**src/rtl/sar_seq_pkg.sv**
```systemverilog
package sar_seq_pkg;
  typedef enum logic [1:0] {
    ST_IDLE = 2'd0,
    ST_HOLD = 2'd1,
    ST_CONV = 2'd2
  } seq_state_e;

  localparam logic [1:0] SEL_RC = 2'b11;
endpackage

```
**src/rtl/sar_tick_gen.sv**
```systemverilog
module sar_tick_gen
  import sar_seq_pkg::*;
#(
  parameter int DIV0 = 2,
  parameter int DIV1 = 8,
  parameter int DIV2 = 32
) (
  input  logic       clk,
  input  logic       rst_n,
  input  logic       run,
  input  logic [1:0] clk_sel,
  input  logic       rc_tick,
  output logic       tick
);
  localparam int MAXDIV01 = (DIV0 > DIV1) ? DIV0 : DIV1;
  localparam int MAXDIV   = (MAXDIV01 > DIV2) ? MAXDIV01 : DIV2;
  localparam int CW       = (MAXDIV > 2) ? $clog2(MAXDIV) : 1;

  logic [CW-1:0] cnt;
  logic [CW-1:0] lim;
  logic          div_hit;

  always_comb begin
    case (clk_sel)
      2'd0:    lim = CW'(DIV0 - 1);
      2'd1:    lim = CW'(DIV1 - 1);
      default: lim = CW'(DIV2 - 1);
    endcase
  end

  assign div_hit = (cnt == lim);

  always_ff @(posedge clk) begin
    if (!rst_n)               cnt <= '0;
    else if (!run || div_hit) cnt <= '0;
    else                      cnt <= cnt + 1'b1;
  end

  assign tick = run & ((clk_sel == SEL_RC) ? rc_tick : div_hit);
endmodule

```
**src/rtl/sar_bit_reg.sv**
```systemverilog
module sar_bit_reg #(
  parameter int W = 10
) (
  input  logic         clk,
  input  logic         rst_n,
  input  logic         clear,
  input  logic         setup,
  input  logic         decide,
  input  logic         cmp,
  output logic [W-1:0] code,
  output logic [W-1:0] code_next
);
  localparam logic [W-1:0] MSB_ONLY = {1'b1, {(W-1){1'b0}}};

  logic [W-1:0] ptr;

  for (genvar i = 0; i < W; i++) begin : g_bit
    if (i == W - 1) begin : g_top
      assign code_next[i] = ptr[i] ? (code[i] & cmp) : code[i];
    end else begin : g_low
      assign code_next[i] = ptr[i] ? (code[i] & cmp) : (code[i] | ptr[i+1]);
    end
  end

  always_ff @(posedge clk) begin
    if (!rst_n || clear) begin
      code <= '0;
      ptr  <= '0;
    end else if (setup) begin
      code <= MSB_ONLY;
      ptr  <= MSB_ONLY;
    end else if (decide) begin
      code <= code_next;
      ptr  <= ptr >> 1;
    end
  end
endmodule

```
**src/rtl/sar_seq.sv**
```systemverilog
module sar_seq
  import sar_seq_pkg::*;
#(
  parameter int RES_BITS = 10,
  parameter int TCY_CLKS = 4,
  parameter int DIV0     = 2,
  parameter int DIV1     = 8,
  parameter int DIV2     = 32
) (
  input  logic                clk,
  input  logic                rst_n,
  input  logic [1:0]          clk_sel,
  input  logic                go_set,
  input  logic                go_clr,
  input  logic                flag_clr,
  input  logic                rc_tick,
  input  logic                cmp_in,
  output logic                busy,
  output logic                sampling,
  output logic [RES_BITS-1:0] dac_code,
  output logic [RES_BITS-1:0] result,
  output logic                irq_flag
);
  localparam int STEPS = RES_BITS + 1;
  localparam int SW    = $clog2(STEPS + 1);
  localparam int TW    = (TCY_CLKS > 2) ? $clog2(TCY_CLKS) : 1;

  seq_state_e          state;
  logic [1:0]          sel_q;
  logic [SW-1:0]       step;
  logic [TW-1:0]       dcnt;
  logic                tick, start, abort, setup, decide, done;
  logic [RES_BITS-1:0] code_next;

  assign start  = (state == ST_IDLE) && go_set;
  assign abort  = (state != ST_IDLE) && go_clr;
  assign setup  = tick && (step == '0) && !abort;
  assign decide = tick && (step != '0) && !abort;
  assign done   = decide && (step == SW'(RES_BITS));

  sar_tick_gen #(.DIV0(DIV0), .DIV1(DIV1), .DIV2(DIV2)) u_tick (
    .clk     (clk),
    .rst_n   (rst_n),
    .run     (state == ST_CONV),
    .clk_sel (sel_q),
    .rc_tick (rc_tick),
    .tick    (tick)
  );

  sar_bit_reg #(.W(RES_BITS)) u_bits (
    .clk       (clk),
    .rst_n     (rst_n),
    .clear     (start),
    .setup     (setup),
    .decide    (decide),
    .cmp       (cmp_in),
    .code      (dac_code),
    .code_next (code_next)
  );

  always_ff @(posedge clk) begin
    if (!rst_n) begin
      state    <= ST_IDLE;
      sel_q    <= '0;
      step     <= '0;
      dcnt     <= '0;
      busy     <= 1'b0;
      sampling <= 1'b1;
      result   <= '0;
      irq_flag <= 1'b0;
    end else begin
      if (done)          irq_flag <= 1'b1;
      else if (flag_clr) irq_flag <= 1'b0;

      case (state)
        ST_IDLE: begin
          if (start) begin
            busy     <= 1'b1;
            sampling <= 1'b0;
            step     <= '0;
            dcnt     <= '0;
            sel_q    <= clk_sel;
            state    <= (clk_sel == SEL_RC) ? ST_HOLD : ST_CONV;
          end
        end
        ST_HOLD: begin
          if (abort) begin
            busy     <= 1'b0;
            sampling <= 1'b1;
            state    <= ST_IDLE;
          end else if (dcnt == TW'(TCY_CLKS - 1)) begin
            state <= ST_CONV;
          end else begin
            dcnt <= dcnt + 1'b1;
          end
        end
        ST_CONV: begin
          if (abort) begin
            busy     <= 1'b0;
            sampling <= 1'b1;
            state    <= ST_IDLE;
          end else if (tick) begin
            step <= step + 1'b1;
            if (done) begin
              result   <= code_next;
              busy     <= 1'b0;
              sampling <= 1'b1;
              state    <= ST_IDLE;
            end
          end
        end
        default: state <= ST_IDLE;
      endcase
    end
  end
endmodule

```
**config.mk**
```make
export PLATFORM = sky130hd
export DESIGN_NAME = sar_seq
export DESIGN_NICKNAME = d
export VERILOG_FILES = /design/src/rtl/sar_seq_pkg.sv /design/src/rtl/sar_tick_gen.sv /design/src/rtl/sar_bit_reg.sv /design/src/rtl/sar_seq.sv
export SDC_FILE = /design/constraint.sdc
export NUM_CORES = 1
export LEC_CHECK = 0
export ABC_AREA = 1
export ABC_CLOCK_PERIOD_IN_PS = 1800
export BUFFER_PORTS_ARGS = -buffer_cell sky130_fd_sc_hd__buf_2
export CAP_MARGIN = 20
export CORE_MARGIN = 4
export CORE_UTILIZATION = 52
export DETAILED_ROUTE_END_ITERATION = 6
export HOLD_SLACK_MARGIN = 0.15
export PLACE_DENSITY = 0.79
export RECOVER_POWER = 25
export SYNTH_ARGS = -nofsm -noshare
export SYNTH_HDL_FRONTEND = slang
export SYNTH_HIERARCHICAL = 1
export SYNTH_SLANG_ARGS = --single-unit
```
**constraint.sdc**
```tcl
create_clock -name clk -period 1.8 [get_ports clk]
set_input_delay 0.18 -clock clk [delete_from_list [all_inputs] [get_ports clk]]
set_output_delay 0.18 -clock clk [all_outputs]
set_load 0.05 [all_outputs]
```
==> summary.md <==
| Metric | Value |
|---|---|
| Antenna cell count | `0` |
| M3 GR Usage | `4.333%` |
| Final setup viols | `0` |
| Initial antenna violation count | `0` |
| Placed Instances | `447` |
| Critical Path RT | `around 2 ns` |
| # clock sinks | `48` |
| Reg area | `969.7 sq um` |
| Synth Instances | `361` |
| Synth unique cells | `27` |
| Fraction of layout cells with a size suffix above 1 | `22.49%` |
| Global route overflow | `0` |
| Design Power | `between 3000 and 4000 uW` |
| Placeable core area | `4474 sq um` |
| Vias | `2351` |
| First-pass GRT wire length | `8.638 mm` |
| Avg Vias per Cell | `5.100` |
| Relative slew slack | `59.74%` |
| Syn avg cell area | `6.842 sq um` |
| Setup tns final | `0 ns` |
| Die W | `between 70 and 80 um` |
| Clock buffer depth | `2` |
| Register area share after synthesis | `38.91%` |
| Fin. max-slew vios | `0` |
| Final ANT Viol Nets | `0` |
| Placed cell areas | `2729 sq um` |
| Synth warn | `6` |
| # IOs | `32` |
| CTS Buf Count | `5` |
| Final min period | `1.736 ns` |
| R2R depth | `11` |
| Net count, final | `427` |
| DRC viols | `0` |
| Vias in the first global route | `2061` |
| Total global-route track usage | `17.80%` |
| Synthesized cell area | `2470 sq um` |
| Syn Nets | `379` |
| Final period utilization | `96.43%` |
| Final RePlAce weighted congestion | `0.8471` |
| Crit path launch type | `flip-flop` |
| Fin area | `2975 sq um` |
| Chip Height | `a little under 80 um` |
| Synth Register Bits | `48` |
| Met2 Use GR | `30.31%` |
| Layout area overhead | `20.47%` |
| Worst-path fanout max | `7` |
| Worst-margin pin slew | `between 0.6 and 0.7 ns` |
| Multi-input logic area | `between 1000 and 1500 sq um` |
| Critical path endpoint category | `flip-flop` |
| DR pass1 iterations | `5` |
| GR peak layer | `met2` |
| CTS tree | `done` |
| Post-DP HPWL | `3.691 mm` |
| CP Data Arrival Time | `1.94 ns` |
| Largest net degree at the start of global routing | `29` |
| Clk Latency, worst-skew pair | `0.30 ns` |
| Layout Cells excl Fill | `461` |
| Routed WL per cell | `12.10 um` |
| Die ar. | `a little under 6000 sq um` |
| CP Class | `reg -> reg` |
| Max cap viols | `0` |
| M1 GR Usage | `a little over a fifth` |
| Fin Clk Skew | `~0.0063 ns` |
| LEAKAGE | `0.001356 uW` |
| CTS H-Tree Depth | `2` |
| RSZ-0062 raised after global routing | `true` |
| # fillers | `386` |
| Commonest non-fill, non-tap cells in the layout | `nand2_1, inv_1, nor2_1` |
| Commonest non-fill, non-tap cell in the layout | `nand2_1` |
| # port buffers | `31` |
| Hold Path Cell Cnt | `3` |
| Starting density of the core | `55.20%` |
| Root buffer cell | `clkbuf_8` |
| Hold Crit Class | `in -> reg` |
| Pwr dens | `1097 nW/um^2` |
| Final WL | `5.579 mm` |
| Status | `complete, no violations` |
| Row count | `24` |
| Final Hold Viols | `0` |
| DRT iter0 DRCs | `about 120` |
| VDD IR max | `between 500 and 600 uV` |
| Max Clk Rate | `approximately 580 MHz` |
| Clk pin slew, worst setup/hold paths | `0.09 ns` |
cell families (layout without fill, tap and decap cells):
group / count (synthesis) / after routing / synth area share [%]
and+or+nand+nor: 197 / 199 / 35.66
adders and majority gates: 9 / 9 / 4.559
AOI/OAI and AO/OA: 39 / 39 / 8.663
xor gates and xnor gates: 3 / 3 / 1.064
buffers and inverters: 65 / 111 / 11.14
DFF: 48 / 48 / 38.91
where the power goes:
part           switching (uW)  internal [uW]
Clock                     356            263
Combinational             951            471
Sequential               65.1           1160
Total                    1370           1890
synth_stat cells:
library cell    n  area, sq um
nand2_1       101        379.1
inv_1          50        187.7
dfxtp_1        48        960.9
nor2_1         46        172.7
a21oi_1        18        90.09
nand3_1        18        90.09
o21ai_0        18        90.09
nor3_1         12        60.06
ha_1            9        112.6
inv_2           7        26.28
nand2_2         4        25.02
nor2_2          4        25.02
buf_6           3        33.78
nand3_2         3        30.03
nand4_1         3        18.77
buf_4           2        15.01
clkbuf_1        2        7.510
nand3_4         2        35.03
nor2_4          2        22.52
xor2_1          2        17.52
a21oi_2         1        8.760
a21oi_4         1        16.27
buf_2           1        5.000
nand2_4         1        11.26
nand3b_2        1        11.26
o21ai_2         1        8.760
xnor2_1         1        8.760
flip-flops by register name, indices dropped and copies added, names as in the netlist:
signal / count
dcnt: 2
result: 10
u_bits/code: 10
u_bits/ptr: 10
busy: 1
state: 2
u_tick/cnt: 5
irq_flag: 1
sampling: 1
sel_q: 2
step: 4
cell type report:
type	count	share of cell area (%)
Clock buffer	5	2.313
Clock inverter	2	0.4205
Inverter	57	7.359
Multi-Input combinational cell	250	44.95
Sequential cell	48	32.59
Tap cell	52	2.187
Timing Repair Buffer	47	10.18
critical path, stage by stage (launching register included):
cell and delay [ns]:
dfxtp_4 0.37, inv_2 0.05, nand2_2 0.05, a21oi_2 0.12, nand3_2 0.11, a21oi_4 0.19, inv_2 0.08, a21oi_4 0.14
nand3_4 0.15, buf_6 0.19, nor3_1 0.13, nor2_1 0.07
repair_timing:
| action | CTS | global route |
|---|---|---|
| buffers inserted | 0 | 2 |
| hold endpoints to repair | 2 | 0 |
| setup endpoints to repair | 20 | 39 |
| gates cloned | 0 | 3 |
| pin swaps | 0 | 9 |
| gates resized for setup | 2 | 29 |
| hold buffers | 2 | 0 |
path summary, 6_finish.rpt:
| kind | slack [ns] | to | start |
|---|---|---|---|
| worst min-delay path | 0.19 | sel_q[1] | clk_sel[1] |
| worst max-delay path | 0.06 | result[1] | sel_q[1] |
| worst min register to register | 0.46 | sampling | sampling |
| worst max register to register | 0.06 | result[1] | sel_q[1] |
layer usage:
layer,part of all wire (%),wire (um)
met4,1.6,87
met2,47,2625
met3,5.8,325
met5,0,0
met1,46,2540
metrics by stage:
step | hold slack, ns | util [%] | worst slack, ns
floorplan | 0.3157 | - | 0.03113
global placement | 0.4354 | 60.99 | 0.02450
detailed placement | 0.4458 | 60.99 | -0.01059
CTS | 0.1916 | 63.39 | 0.01995
global route | 0.1999 | 66.50 | -0.08828
finish | 0.1922 | 66.50 | 0.06426
No activity file was read; power rests on OpenSTA's default activity.
